File: src/rtl/pm_pkg.sv
package pm_pkg;
  typedef enum logic [1:0] {
    PM_RUN  = 2'd0,
    PM_IDLE = 2'd1,
    PM_DOWN = 2'd2,
    PM_WAKE = 2'd3
  } pm_state_e;
endpackage

File: src/rtl/pm_rst_qual.sv
module pm_rst_qual #(
  parameter int QUAL_CYC = 24
) (
  input  logic clk,
  input  logic arst_n,
  input  logic rst_pin,
  input  logic xa_pin,
  output logic rst_smp,
  output logic core_rst,
  output logic xa_lat
);
  localparam int CW = $clog2(QUAL_CYC + 1);
  localparam logic [CW-1:0] QMAX = CW'(QUAL_CYC);

  logic          smp_q;
  logic [CW-1:0] cnt_q, cnt_d;
  logic          xa_q, xa_d;
  logic          release_w;

  always_comb begin
    if (!smp_q)
      cnt_d = '0;
    else if (cnt_q != QMAX)
      cnt_d = cnt_q + 1'b1;
    else
      cnt_d = cnt_q;
  end

  assign release_w = (cnt_q == QMAX) && !smp_q;
  assign xa_d      = release_w ? xa_pin : xa_q;

  always_ff @(posedge clk or negedge arst_n) begin
    if (!arst_n) begin
      smp_q <= 1'b1;
      cnt_q <= QMAX;
      xa_q  <= 1'b0;
    end else begin
      smp_q <= rst_pin;
      cnt_q <= cnt_d;
      xa_q  <= xa_d;
    end
  end

  assign rst_smp  = smp_q;
  assign core_rst = (cnt_q == QMAX);
  assign xa_lat   = xa_q;


  short_pulse_chk: assert property (@(posedge clk) disable iff (!arst_n)
    (!smp_q && !core_rst) |=> !core_rst);


  xa_hold_chk: assert property (@(posedge clk) disable iff (!arst_n)
    !(core_rst && !smp_q) |=> $stable(xa_lat));
endmodule

File: src/rtl/pm_mode_fsm.sv
module pm_mode_fsm
  import pm_pkg::*;
#(
  parameter int N_EXT = 2
) (
  input  logic             clk,
  input  logic             arst_n,
  input  logic             sync_rst,
  input  logic             rst_smp,
  input  logic             idle_req,
  input  logic             pd_req,
  input  logic             instr_end,
  input  logic             irq_pending,
  input  logic [N_EXT-1:0] ext_irq_n,
  input  logic [N_EXT-1:0] ext_irq_en,
  input  logic [N_EXT-1:0] ext_irq_edge,
  input  logic             osc_stable,
  input  logic             supply_ok,
  output logic             cpu_clk_en,
  output logic             per_clk_en,
  output logic             osc_en,
  output logic             wake,
  output logic             down_exit,
  output logic             low_pwr
);
  pm_state_e        state_q, state_d;
  logic             idle_p_q, idle_p_d;
  logic             pd_p_q, pd_p_d;
  logic             wake_q, wake_d;
  logic [N_EXT-1:0] lvl_low;
  logic             any_low, exit_ok, idle_want, pd_want;

  for (genvar i = 0; i < N_EXT; i++) begin : g_lvl
    assign lvl_low[i] = ext_irq_en[i] & ~ext_irq_edge[i] & ~ext_irq_n[i];
  end

  assign any_low   = |lvl_low;
  assign exit_ok   = !any_low && osc_stable && supply_ok;
  assign idle_want = idle_p_q | idle_req;
  assign pd_want   = pd_p_q | pd_req;

  always_comb begin
    state_d  = state_q;
    idle_p_d = idle_p_q;
    pd_p_d   = pd_p_q;
    wake_d   = 1'b0;
    unique case (state_q)
      PM_RUN: begin
        idle_p_d = idle_want;
        pd_p_d   = pd_want;
        if (instr_end && (pd_want || idle_want)) begin
          state_d  = pd_want ? PM_DOWN : PM_IDLE;
          idle_p_d = 1'b0;
          pd_p_d   = 1'b0;
        end
      end
      PM_IDLE: begin
        if (irq_pending) begin
          state_d = PM_RUN;
          wake_d  = 1'b1;
        end
      end
      PM_DOWN: begin
        if (any_low) state_d = PM_WAKE;
      end
      PM_WAKE: begin
        if (exit_ok) begin
          state_d = PM_RUN;
          wake_d  = 1'b1;
        end
      end
      default: state_d = PM_RUN;
    endcase
    if (sync_rst) begin
      state_d  = PM_RUN;
      idle_p_d = 1'b0;
      pd_p_d   = 1'b0;
      wake_d   = 1'b0;
    end
  end

  always_ff @(posedge clk or negedge arst_n) begin
    if (!arst_n) begin
      state_q  <= PM_RUN;
      idle_p_q <= 1'b0;
      pd_p_q   <= 1'b0;
      wake_q   <= 1'b0;
    end else begin
      state_q  <= state_d;
      idle_p_q <= idle_p_d;
      pd_p_q   <= pd_p_d;
      wake_q   <= wake_d;
    end
  end

  assign cpu_clk_en = (state_q == PM_RUN);
  assign per_clk_en = (state_q == PM_RUN) || (state_q == PM_IDLE);
  assign osc_en     = (state_q == PM_DOWN) ? rst_smp : 1'b1;
  assign wake       = wake_q;
  assign down_exit  = (state_q == PM_WAKE) && exit_ok && !sync_rst;
  assign low_pwr    = (state_q != PM_RUN);


  entry_at_end_chk: assert property (@(posedge clk) disable iff (!arst_n)
    (state_q == PM_RUN && !instr_end) |=> (state_q == PM_RUN));


  down_hold_chk: assert property (@(posedge clk) disable iff (!arst_n)
    (state_q == PM_DOWN && !any_low && !sync_rst) |=> (state_q == PM_DOWN));
endmodule

File: src/rtl/pm_rst_status.sv
module pm_rst_status (
  input  logic       clk,
  input  logic       arst_n,
  input  logic       core_rst,
  input  logic       low_pwr,
  input  logic       down_exit,
  output logic [1:0] rst_stat
);
  logic       rst_d_q;
  logic [1:0] stat_q, stat_d;
  logic       new_rst;

  assign new_rst = core_rst && !rst_d_q;

  always_comb begin
    stat_d = stat_q;
    if (new_rst) begin
      stat_d[0] = 1'b1;
      stat_d[1] = low_pwr;
    end else if (down_exit) begin
      stat_d[1] = 1'b0;
    end
  end

  always_ff @(posedge clk or negedge arst_n) begin
    if (!arst_n) begin
      rst_d_q <= 1'b1;
      stat_q  <= 2'b00;
    end else begin
      rst_d_q <= core_rst;
      stat_q  <= stat_d;
    end
  end

  assign rst_stat = stat_q;


  stat_pin_chk: assert property (@(posedge clk) disable iff (!arst_n)
    $fell(rst_stat[0]) |-> 1'b0);
endmodule

File: src/rtl/pm_ctrl.sv
module pm_ctrl #(
  parameter int QUAL_CYC = 24,
  parameter int N_EXT    = 2
) (
  input  logic             clk,
  input  logic             arst_n,
  input  logic             rst_pin,
  input  logic             xa_pin,
  input  logic             idle_req,
  input  logic             pd_req,
  input  logic             instr_end,
  input  logic             irq_pending,
  input  logic [N_EXT-1:0] ext_irq_n,
  input  logic [N_EXT-1:0] ext_irq_en,
  input  logic [N_EXT-1:0] ext_irq_edge,
  input  logic             osc_stable,
  input  logic             supply_ok,
  output logic             core_rst,
  output logic             cpu_clk_en,
  output logic             per_clk_en,
  output logic             osc_en,
  output logic             wake,
  output logic             xa_mode,
  output logic [1:0]       rst_stat
);
  logic rst_smp, down_exit, low_pwr;

  pm_rst_qual #(.QUAL_CYC(QUAL_CYC)) u_qual (
    .clk      (clk),
    .arst_n   (arst_n),
    .rst_pin  (rst_pin),
    .xa_pin   (xa_pin),
    .rst_smp  (rst_smp),
    .core_rst (core_rst),
    .xa_lat   (xa_mode)
  );

  pm_mode_fsm #(.N_EXT(N_EXT)) u_fsm (
    .clk          (clk),
    .arst_n       (arst_n),
    .sync_rst     (core_rst),
    .rst_smp      (rst_smp),
    .idle_req     (idle_req),
    .pd_req       (pd_req),
    .instr_end    (instr_end),
    .irq_pending  (irq_pending),
    .ext_irq_n    (ext_irq_n),
    .ext_irq_en   (ext_irq_en),
    .ext_irq_edge (ext_irq_edge),
    .osc_stable   (osc_stable),
    .supply_ok    (supply_ok),
    .cpu_clk_en   (cpu_clk_en),
    .per_clk_en   (per_clk_en),
    .osc_en       (osc_en),
    .wake         (wake),
    .down_exit    (down_exit),
    .low_pwr      (low_pwr)
  );

  pm_rst_status u_stat (
    .clk       (clk),
    .arst_n    (arst_n),
    .core_rst  (core_rst),
    .low_pwr   (low_pwr),
    .down_exit (down_exit),
    .rst_stat  (rst_stat)
  );


  osc_gate_chk: assert property (@(posedge clk) disable iff (!arst_n)
    !osc_en |-> (!cpu_clk_en && !per_clk_en));


  wake_clean_chk: assert property (@(posedge clk) disable iff (!arst_n)
    wake |-> (!core_rst && cpu_clk_en));


  rst_needs_pin_chk: assert property (@(posedge clk) disable iff (!arst_n)
    $rose(core_rst) |-> $past(rst_smp));
endmodule

File: config.mk
export PLATFORM = sky130hd
export DESIGN_NAME = pm_ctrl
export DESIGN_NICKNAME = d
export VERILOG_FILES = /design/src/rtl/pm_pkg.sv /design/src/rtl/pm_rst_qual.sv /design/src/rtl/pm_mode_fsm.sv /design/src/rtl/pm_rst_status.sv /design/src/rtl/pm_ctrl.sv
export SDC_FILE = /design/constraint.sdc
export NUM_CORES = 1
export LEC_CHECK = 0
export BUFFER_PORTS_ARGS = -buffer_cell sky130_fd_sc_hd__buf_2
export CORE_MARGIN = 1
export CORE_UTILIZATION = 47
export DETAILED_ROUTE_END_ITERATION = 10
export HOLD_SLACK_MARGIN = 0.02
export PLACE_DENSITY = 0.86
export SETUP_SLACK_MARGIN = 0.15
export SYNTH_ARGS = -nofsm -noshare
export SYNTH_HDL_FRONTEND = slang
export SYNTH_SLANG_ARGS = --single-unit
File: constraint.sdc
create_clock -name clk -period 1.85 [get_ports clk]
set_input_delay 0.555 -clock clk [delete_from_list [all_inputs] [get_ports clk]]
set_output_delay 0.555 -clock clk [all_outputs]
set_load 0.02 [all_outputs]
==> impl_results.md, run 1 <==
* Outcome: finished, final reports clean
* Yosys reg bits at 15
* Worst VDD drop at between 0.0008 and 0.0009 V
* CTS sink count at 15
* Maximum fanout along the worst path at 2
* Initial Util at a little over half
* Antenna cells at 0
* H-tree level count at 1
* Initial antenna violation count at 0
* Detailed Routing Iterations Pass 1 at 4
* DR DRC count at 0
* Internal Power at 0.000651 W
* PortBufs at 23
* Global placer's final weighted congestion at 0.718
* Max Cap Viol at 0
* GRT Overall Usage at 24.0%
* Worst Path Required at about 1300 ps
* CP startpoint kind: flop
* Syn-to-layout area delta at 37.6%
* Width of the die at 41.2 µm
* Ratio of final minimum period to clock period at 97.8%
* Max Buffers Root-to-Sink at 2
* Worst EP arrival at between 1000 and 1500 ps
* Yosys Warn Count at 0
* Sw frac at between 30% and 40%
* Vias in the first global route at 552
* Achievable clock frequency at 553 MHz
* Endpoint type of the worst setup path: primary output
* Switching power at roughly 0.00037 W
* Hold Buf Count CTS at 0
* Dpl hpwl at roughly 1100 µm
* GRT overflow at 0
* CTS tree: built
* Pin slew with the least headroom to its limit at 331 ps
* Core Box Area at 1370 µm²
* Num rows at 13
* Post-Synthesis Cell Area at approximately 720 µm²
* Final hold vios at 0
* Post-synthesis async set-or-reset flop share at 100%
* Clock root cell: clkbuf_4
* RSZ-0062 raised after global routing: yes
* Final core occ at between 70 and 80%
* Filler Cells Inserted at 102
* Synth cell types at 29
* Setup TNS at 0 ps
* Total power at 0.00102 W
* Synthesized area per cell at between 10 and 15 µm²
* Fin nets at 123
* Final min period at 1810 ps
* Post-synth EDFFs at 0
* Syn Inst Count at 66
* Footprint of the multi-input gates at between 300 and 400 µm²
* PD cells at between 1000 and 1500 nW/µm²
* Vias at between 600 and 700
* Fraction of layout cells with a size suffix above 1 at 50.0%
* Setup Crit Path Kind: flop to primary output
* Clk_skew at 5.00 ps
* Sequential power share at 42.4%
* Total wire length at 1690 µm
* Reg area at 382 µm²
* Clock Latency Late Sink at 300 ps
* Antenna Nets Post-Route at 0
* Gate power share at 38.6%
* Max_slew headroom at 77.9%
* # IOs at 24
* Worst hold path class: input pin to asynchronous set/reset pin
* Max-slew violations at 0
* Wire per inst at 14.2 µm
* Clk slew on worst S/H paths at 90 ps
* Die H at 41.2 µm
* Largest net degree at the start of global routing at 16
* Vias per cell at 5.49
* Main synth FF type: dfrtp_1
* Syn_nets at 84
* WHS at roughly 140 ps
* Leakage power at 0.542 nW
* First-pass GRT wire length at 2400 µm
* DIE AREA at 1700 µm²
* Final setup violating endpoints at 0
* Num CTS Buffers at 3
* Clock power share at between 10% and 20%
* Seq/Total Area, Yosys at between 50% and 60%
* First DRT Iteration DRCs at 21
==> registers in the layout, indices dropped and copies added (netlist names) <==
signal,cells
u_qual.cnt_q,5
u_qual.rst_smp,1
u_fsm.pd_p_q,1
u_qual.xa_lat,1
u_fsm.state_q,2
u_fsm.idle_p_q,1
u_stat.rst_d_q,1
u_fsm.wake,1
u_stat.rst_stat,2
==> synthesized netlist by cell type (2+ instances only) <==
cell	instances	share of area, %
dfrtp_1	11	38
a21oi_1	5	3.5
and3_1	3	2.6
nand3_1	3	2.1
ha_1	2	3.5
a211oi_1	2	2.1
dfstp_2	4	15
inv_1	3	1.6
and2_1	2	1.7
nor2_1	4	2.1
xnor2_1	2	2.4
nand2_1	8	4.2
==> layout by cell type (no fill, tap or decap), drive strengths merged, types with 3 or more instances in the layout <==
cell / instances
and3: 3
dfrtp: 11
clkbuf: 3
dfstp: 4
buf: 34
inv: 4
a21oi: 5
nor2: 5
nand3: 3
nand2: 8
==> stage by stage <==
step	cell area (µm²)	cells	setup slack [ps]
floorplan	722	66	322
global placement	878	107	328
detailed placement	878	107	282
CTS	967	117	36.4
global route	993	119	11.5
finish	993	119	40.3
==> logic make-up (layout without fill, tap and decap cells) <==
| logic type | count (synthesis) | count (layout) | synth area share, % |
|---|---|---|---|
| flip-flops | 15 | 15 | 52.7 |
| AO/OA/AOI/OAI | 17 | 17 | 16.8 |
| multiplexers | 1 | 1 | 1.56 |
| AND/OR/NAND/NOR | 24 | 24 | 19.8 |
| buffers and inverters | 4 | 42 | 2.08 |
| adder cells (fa/ha/maj) | 2 | 2 | 3.47 |
| XOR/XNOR | 3 | 3 | 3.64 |
==> path summary, 6_finish.rpt <==
kind / startpoint / end / slack (ps) / depth (start not counted)
worst max-delay path: u_qual.cnt_q[0]$_DFFE_PN0P_ / core_rst / 40 / 5
worst min-delay path: arst_n / u_stat.rst_stat[1]$_DFFE_PN0P_ / 140 / 1
worst max register to register: u_qual.cnt_q[0]$_DFFE_PN0P_ / u_qual.xa_lat$_DFFE_PN0P_ / 250 / 7
worst min register to register: u_stat.rst_stat[0]$_DFFE_PN0P_ / u_stat.rst_stat[0]$_DFFE_PN0P_ / 480 / 1
max in group asynchronous: arst_n / u_qual.rst_smp$_DFF_PN1_ / 1410 / 1
min in group clk: rst_pin / u_qual.rst_smp$_DFF_PN1_ / 350 / 1
==> critical path, cell delays in order, from the launching register on <==
cell      delay [ps]
dfrtp_1          400
inv_2             70
ha_2             190
nand4b_4         100
inv_2             90
buf_6            110
==> power by group through the flow <==
stage          Combinational (W)  Sequential, W  Clock, W
6_report                0.000395       0.000434  0.000194
5_1_grt                 0.000427       0.000439  0.000210
4_1_cts                 0.000366       0.000429  0.000195
3_5_place_dp            0.000284       0.000461         0
3_3_place_gp            0.000276       0.000452         0
2_1_floorplan           0.000179       0.000455         0
==> area by class of cell <==
type,instances,share of cell area (%)
Sequential cell,15,38.4
Clock buffer,3,2.27
Clock inverter,1,0.504
Inverter,4,1.51
Tap cell,15,1.89
Timing Repair Buffer,34,21.8
Multi-Input combinational cell,47,33.6
==> per-layer routing <==
metal	vias up	share of wire [%]	global-route usage [%]
met5	-	0	0
met4	0	4.1	23.4
met3	6	4.4	4.89
met2	25	46	35.5
met1	308	45	28.2
li1	314	-	-
==> repair_timing <==
action / 4_1_cts / 5_1_grt
buffers inserted: 6 / 2
pin swaps: 1 / 2
gates resized for setup: 6 / 5
setup endpoints to repair: 2 / 3
(Power assumes the default switching activity.)
==> run 2, diff against run 1 <==
Settings changed: RECOVER_POWER from default to 50.
==> run 2 against run 1 <==
Against the previous run:
- sequential share of layout area about the same
- maximum frequency is essentially flat
- critical path depth stayed put
- global-route usage is the same
- core utilization down 0.092 points
- via count increased by 1.2%
- combinational power is essentially flat
- worst setup slack about the same
- final area fell by 0.13%
- power decreased by 0.26%
- count of clock-buffer cells in the layout is the same
- critical path type unchanged
- largest cell class unchanged
- largest power group unchanged
- highest routed layer unchanged
==> impl_results.md, run 2 (synthesized netlist as in run 1, its figures left out) <==
* Num rows at 13 (unchanged)
* Crit-path max cell delay at 400 ps (about the same)
* Critical-path top delay cell: dfrtp_1
* Fin area at 992 µm² (-0.13%)
* Total power at 0.00102 W (-0.26%)
* First-pass GRT wire length at 2400 µm (unchanged)
* Largest net degree at the start of global routing at 16 (unchanged)
* First DRT Iteration DRCs at 20 (-4.8%)
* Syn-to-layout area delta at 37.4%
* Global placer's final weighted congestion at 0.718 (unchanged)
* FF-to-FF path depth at 7 (unchanged)
* Worst EP arrival at 1260 ps (about the same)
* Endpoint type of the worst setup path: primary output
* Fin nets at 123 (unchanged)
* Reg area at 382 µm² (unchanged)
* Fin cells at 119 (unchanged)
* Most flop-heavy register: u_qual.cnt_q
* Filler Cells Inserted at 103 (+0.98%)
* Placed standard-cell area at 878 µm² (unchanged)
* R2R Path End: u_qual.xa_lat$_DFFE_PN0P_
* GRT overflow at 0 (unchanged)
* Clk slew on worst S/H paths at 90 ps (about the same)
* Die H at 41.2 µm (unchanged)
* Critical Path Start: u_qual.cnt_q[0]$_DFFE_PN0P_
* Core Box Area at 1370 µm² (unchanged)
* WHS at 314 ps (+173 ps)
* Detailed Routing Iterations Pass 1 at 4 (unchanged)
* Width of the die at 41.2 µm (unchanged)
* Max Buffers Root-to-Sink at 2 (unchanged)
* Fraction of layout cells with a size suffix above 1 at 49.0% (-0.96 points)
* Max-slew violations at 0 (unchanged)
* CP Capture Point: core_rst
* PortBufs at 23 (unchanged)
* Wire per inst at 14.1 µm (-0.59%)
* Dpl hpwl at 1140 µm (unchanged)
* Initial antenna violation count at 0 (unchanged)
* Num CTS Buffers at 3 (unchanged)
* Vias at 661 (+1.2%)
* Vias per cell at 5.55 (+1.2%)
* GRT Overall Usage at 24.0% (unchanged)
* # IOs at 24 (unchanged)
* Antenna Nets Post-Route at 0 (unchanged)
* DR DRC count at 0 (unchanged)
* Footprint of the multi-input gates at 334 µm² (unchanged)
* Vias in the first global route at 552 (unchanged)
* Clock root cell: clkbuf_4
* RR Startpoint: u_qual.cnt_q[0]$_DFFE_PN0P_
* PD cells at 1030 nW/µm² (-0.13%)
* Clk_skew at 4.14 ps (-0.863 ps)
* Outcome: finished, final reports clean
* Max Cap Viol at 0 (unchanged)
* Cell mode on critical path: inv_2
* Worst path cell trace: inv_2 > ha_2 > nand4b_4 > inv_2 > buf_6
* Pin slew with the least headroom to its limit at 804 ps (+473 ps)
* Commonest non-fill, non-tap cell in the layout: buf_2
* DIE AREA at 1700 µm² (unchanged)
* Worst hold path class: input pin to asynchronous set/reset pin
* Initial Util at 52.8% (unchanged)
* H-tree level count at 1 (unchanged)
* RSZ-0062 raised after global routing: yes
* Final min period at 1810 ps (+0.451 ps)
* Antenna cells at 0 (unchanged)
* CP startpoint kind: flop
* Total wire length at 1680 µm (-0.59%)
* Dpl cells at 107 (unchanged)
* Setup Crit Path Kind: flop to primary output
* Setup TNS at 0 ps (unchanged)
* Leakage power at 0.539 nW (-0.70%)
* Most frequent cells in the layout: buf_2, buf_4, dfrtp_1
* Final hold vios at 0 (unchanged)
* Clock Latency Late Sink at 300 ps (about the same)
* Maximum fanout along the worst path at 2 (unchanged)
* Worst VDD drop at 0.000853 V (-0.15%)
* Hold Buf Count CTS at 0 (unchanged)
* Final setup violating endpoints at 0 (unchanged)
* R2R Setup Slk at 250 ps (about the same)
* CTS tree: built
* Max FFs per register at 5 (unchanged)
* CTS sink count at 15 (unchanged)
* Worst Path Required at 1290 ps (about the same)
* Max_slew headroom at 46.4% (-32 points)
* Achievable clock frequency at 552 MHz (about the same)
* Ratio of final minimum period to clock period at 97.8% (about the same)
[run 2: routing by layer]
layer / track usage (%) / up-vias / wire length (µm)
met5: 0 / - / 0
met4: 23.4 / 0 / 69
met3: 4.89 / 6 / 85
met2: 35.5 / 26 / 778
met1: 28.2 / 313 / 749
li1: - / 316 / -
[run 2: worst max-delay path, delay by kind of cell, from the launching register on]
kind	cells	cell delay [ps]
fa+ha+maj	1	190
buf+inv	3	270
flops	1	400
simple gates	1	110
[run 2: area by class of cell]
type / count / share of cell area, %
clock buffer: 3 / 2.27
inverter: 4 / 1.51
clock inverter: 1 / 0.504
multi-input combinational: 47 / 33.7
tap: 15 / 1.89
sequential: 15 / 38.5
timing repair buffer: 34 / 21.7
[run 2: worst min path at each step]
stage,startpoint,end,slack (ps),cells past startpoint
3_3_place_gp,u_stat.rst_stat[0]$_DFFE_PN0P_,u_stat.rst_stat[0]$_DFFE_PN0P_,460,1
6_report,arst_n,u_qual.cnt_q[0]$_DFFE_PN0P_,310,1
3_5_place_dp,u_stat.rst_stat[0]$_DFFE_PN0P_,u_stat.rst_stat[0]$_DFFE_PN0P_,460,1
2_1_floorplan,arst_n,u_fsm.idle_p_q$_DFFE_PN0P_,260,0
5_1_grt,rst_pin,u_qual.rst_smp$_DFF_PN1_,340,1
4_1_cts,arst_n,u_stat.rst_stat[1]$_DFFE_PN0P_,150,1
[run 2: report_power, final]
part	switching [W]	total [W]	internal, W	leakage, nW
Sequential	0.0000430	0.000434	0.000391	0.181
Combinational	0.000215	0.000393	0.000178	0.340
Clock	0.000114	0.000194	0.0000807	0.0177
Total	0.000371	0.00102	0.000650	0.539
[run 2: stage by stage]
| stage | utilization (%) | worst slack [ps] |
|---|---|---|
| 2_1_floorplan | - | 322 |
| 3_3_place_gp | 64.3 | 328 |
| 3_5_place_dp | 64.3 | 282 |
| 4_1_cts | 70.8 | 36.4 |
| 5_1_grt | 72.6 | 11.5 |
| 6_report | 72.6 | 39.9 |
[run 2: repair_timing]
action,CTS,global route
pin swaps,1,2
buffers inserted,6,2
gates resized for setup,6,5
setup endpoints to repair,2,3
